`src/rtl/irq_src_ctl.sv`:
```
module irq_src_ctl #(
  parameter int NSRC = 6,
  parameter int DW = 8,
  parameter logic [NSRC-1:0] EDGE_SRC = 6'b100001
) (
  input  logic            clk,
  input  logic            rst_n,
  input  logic [NSRC-1:0] src_in,
  input  logic            wr_en,
  input  logic [DW-1:0]   wr_data,
  output logic [DW-1:0]   rd_data,
  output logic            irq
);
  localparam logic [NSRC-1:0] LEVEL_SRC = ~EDGE_SRC;

  logic [NSRC-1:0] sync1, sync2, prev, lat, en;
  logic [NSRC-1:0] rise, keep, pend;

  assign rise = sync2 & ~prev & EDGE_SRC;
  assign keep = wr_en ? wr_data[NSRC-1:0] : {NSRC{1'b1}};

  always_ff @(posedge clk) begin
    if (!rst_n) begin
      sync1 <= '0;
      sync2 <= '0;
      prev  <= '0;
      lat   <= '0;
      en    <= '0;
    end else begin
      sync1 <= src_in;
      sync2 <= sync1;
      prev  <= sync2;
      lat   <= (lat | (rise & en)) & keep;
      if (wr_en) en <= wr_data[NSRC-1:0];
    end
  end

  assign pend    = ((lat & EDGE_SRC) | (sync2 & LEVEL_SRC)) & en;
  assign rd_data = {{(DW-NSRC){1'b0}}, pend};
  assign irq     = |pend;

  p_hi_zero_r2: assert property (@(posedge clk) disable iff (!rst_n)
    rd_data[DW-1:NSRC] == '0);

  p_lat_in_en_r6: assert property (@(posedge clk) disable iff (!rst_n)
    (lat & ~en) == '0);

  p_hold_r4: assert property (@(posedge clk) disable iff (!rst_n)
    !wr_en |=> ((lat & $past(lat)) == $past(lat)));

  p_clear_on_disable_r7: assert property (@(posedge clk) disable iff (!rst_n)
    wr_en |=> ((lat & ~$past(wr_data[NSRC-1:0])) == '0));

  p_capture_r3: assert property (@(posedge clk) disable iff (!rst_n)
    (!wr_en && (rise & en) != '0) |=> ((lat & $past(rise & en)) == $past(rise & en)));

  p_mask_all_r9: assert property (@(posedge clk) disable iff (!rst_n)
    (wr_en && wr_data[NSRC-1:0] == '0) |=> !irq);

  p_irq_or_r8: assert property (@(posedge clk) disable iff (!rst_n)
    irq == (rd_data != '0));
endmodule

```
`config.mk`:
```
export PLATFORM = sky130hd
export DESIGN_NAME = irq_src_ctl
export DESIGN_NICKNAME = d
export VERILOG_FILES = /design/src/rtl/irq_src_ctl.sv
export SDC_FILE = /design/constraint.sdc
export NUM_CORES = 1
export LEC_CHECK = 0
export BUFFER_PORTS_ARGS = -buffer_cell sky130_fd_sc_hd__buf_2
export CAP_MARGIN = 20
export CORE_MARGIN = 4
export CORE_UTILIZATION = 42
export DETAILED_ROUTE_END_ITERATION = 10
export PLACE_DENSITY = 0.71
export RECOVER_POWER = 50
export SLEW_MARGIN = 20
export SYNTH_ARGS = -nofsm -noshare
export SYNTH_HDL_FRONTEND = slang
export SYNTH_SLANG_ARGS = --single-unit
```
`constraint.sdc`:
```
create_clock -name clk -period 1.24 [get_ports clk]
set_input_delay 0.248 -clock clk [delete_from_list [all_inputs] [get_ports clk]]
set_output_delay 0.248 -clock clk [all_outputs]
set_load 0.01 [all_outputs]
```
==> impl_metrics.tcl <==
set metrics [dict create \
    ys_ff_latch 22 \
    viasPerCell 4.37 \
    drive_gt1_share_pct 45.8 \
    cp_top_family "simple AND/OR/NAND/NOR gates" \
    total_power_mw 1.24 \
    gp_congestion 0.691 \
    fmax_mhz 584 \
    vdd_drop_max_v 0.000720 \
    p_leak_nw 0.487 \
    insertion_delay_ns 0.30 \
    cp.arrival_ns 1.46 \
    drcViolationCount 0 \
    path_cells "a22o_1, or4_4, buf_6" \
    cts_max_level 1 \
    tightest_slew_ns 0.667 \
    first_global_vias 479 \
    holdPathStages 2 \
    avgSynthCellArea_um2 11.3 \
    fin_crit_sh_pct 138 \
    p_per_area_mw_per_mm2 1210 \
    hold_class "input port to flip-flop" \
    critPathBufInv 1 \
    slew_viol_final 0 \
    r2r_cells 3 \
    grt-ovfl-total 0 \
    die_x_um 50.8 \
    totalWireLength_mm 1.23 \
    final_cell_mix "16 x buf_2, 15 x dfxtp_1, 12 x and2_1" \
    drt_pass1_iterations 2 \
    layout.cells.non_filler 121 \
    period_needed_ns 1.71 \
    max-cap-violations 0 \
    synthesis.instances 68 \
    synth.yosys.seq_area_share_pct 57.3 \
    dr_total_vias 529 \
    critical_path_class "flip-flop to output pin" \
    antenna_found_initial 0 \
    die_area_mm2 0.00258 \
    track_usage_pct 10.7 \
    max_stage_delay_ns 0.48 \
    fin_util_pct 59.0 \
    clock_sinks 22 \
    worst_setup_path_end_kind "output pin" \
    ant_nets 0 \
    initial_utilization_pct 44.5 \
    core-area_mm2 0.00173 \
    fin_nets 114 \
    finalSetupViolCount 2 \
    worstSetupStartpointType "flip-flop" \
    io_pins 26 \
    fin_skew_ns 0.00198 \
    clkTransAtPathRegs_ns 0.11 \
    first_iter_violations 1 \
    cts_buffers 3 \
    required_ns 0.99 \
    whs_ns 0.144 \
    grt_max_degree 23 \
    maxSlewHeadroom_pct 55.6 \
    diodes 0 \
    setup_ws_ns -0.472 \
    wl_per_cell_um 10.1 \
    path_max_fanout 2 \
    grt_pass1_wl_mm 2.01 \
    final_common_cell "buf_2" \
    finalHoldViolCount 0 \
    crit_cells 3 \
    place_ws_ns -0.134 \
    status "finished with violations" \
    cp_slowest_cell "or4_4" \
    violations "setup timing" \
    area.growth.synth_to_final_pct 32.6 \
    cts_buffer_depth 2 \
    syn_area_um2 768 \
    dp.cells 115 \
    yosysWarnings 0 \
    die_y_um 50.8 \
    rsz0062_at_grt "yes" \
    io_buffers 21 \
    synthDistinctLibCells 14 \
    cts_root_buf "clkbuf_4" \
    cts_tree "done" \
    rows 15 \
]
## state kept, by name, indices dropped and copies added, names as in the netlist
register / count
en: 6
prev: 2
sync1: 6
lat: 2
sync2: 6
## routing by layer
| metal | vias up | GRT usage (%) | share of wire, % |
|---|---|---|---|
| li1 | 272 | - | - |
| met1 | 234 | 13.3 | 48 |
| met2 | 18 | 15.9 | 43 |
| met3 | 5 | 2.67 | 5.8 |
| met4 | 0 | 8.07 | 3.1 |
| met5 | - | 0 | 0 |
## worst paths after layout
path | slack (ns) | to | start
hold reg to reg | 0.45 | sync2[0] | sync1[0]
setup / recovery | -0.47 | irq | sync2[3]
hold / removal | 0.14 | sync1[0] | src_in[0]
setup reg to reg | 0.30 | lat[5] | en[5]
## per-stage QoR
step                TNS (ns)  instance area (um^2)
floorplan            -0.0127                   772
global placement      -0.130                   918
detailed placement    -0.134                   918
CTS                   -0.512                   973
global route          -0.614                  1020
finish                -0.479                  1020
## Yosys cell counts
library cell   n  share of area, %
and3b_1        2               2.3
a22o_1         2               2.3
clkbuf_1       2              0.98
buf_2          1              0.65
dfxtp_1       22                57
mux2i_1        6               7.8
nor2b_1        6               4.9
o221a_2        2               2.9
or4_4          1               1.5
and2_1        19                15
buf_4          2               2.0
conb_1         1              0.49
and2_2         1              0.98
inv_1          1              0.49
## area by class of cell
class | count | area (um^2)
Clock buffer | 4 | 36.3
Sequential cell | 22 | 449
Tap cell | 25 | 31.3
Fill cell | 153 | 708
Multi-Input combinational cell | 41 | 305
Inverter | 1 | 3.75
Timing Repair Buffer | 28 | 193
## where the power goes
| part | total, mW | internal, mW | switching, mW |
|---|---|---|---|
| clock network | 0.380 | 0.179 | 0.201 |
| logic | 0.103 | 0.0621 | 0.0408 |
| registers | 0.753 | 0.740 | 0.0129 |
## timing repair
action                     4_1_cts  5_1_grt
hold endpoints to repair         0        0
setup endpoints to repair        3        5
hold buffers                     0        0
resized for setup                6       10
pin swaps                        0        1
buffers inserted                 0        2
## logic make-up (layout without fill, tap and decap cells)
logic type | count (synthesis) | count (layout) | share of synthesized area, %
other | 1 | 2 | 0.488
flip-flops | 22 | 22 | 57.3
buffers and inverters | 6 | 33 | 4.07
multiplexers | 6 | 6 | 7.82
AO/OA/AOI/OAI | 4 | 4 | 5.21
AND/OR/NAND/NOR | 29 | 29 | 25.1
Power figures use the tool's default switching activity.
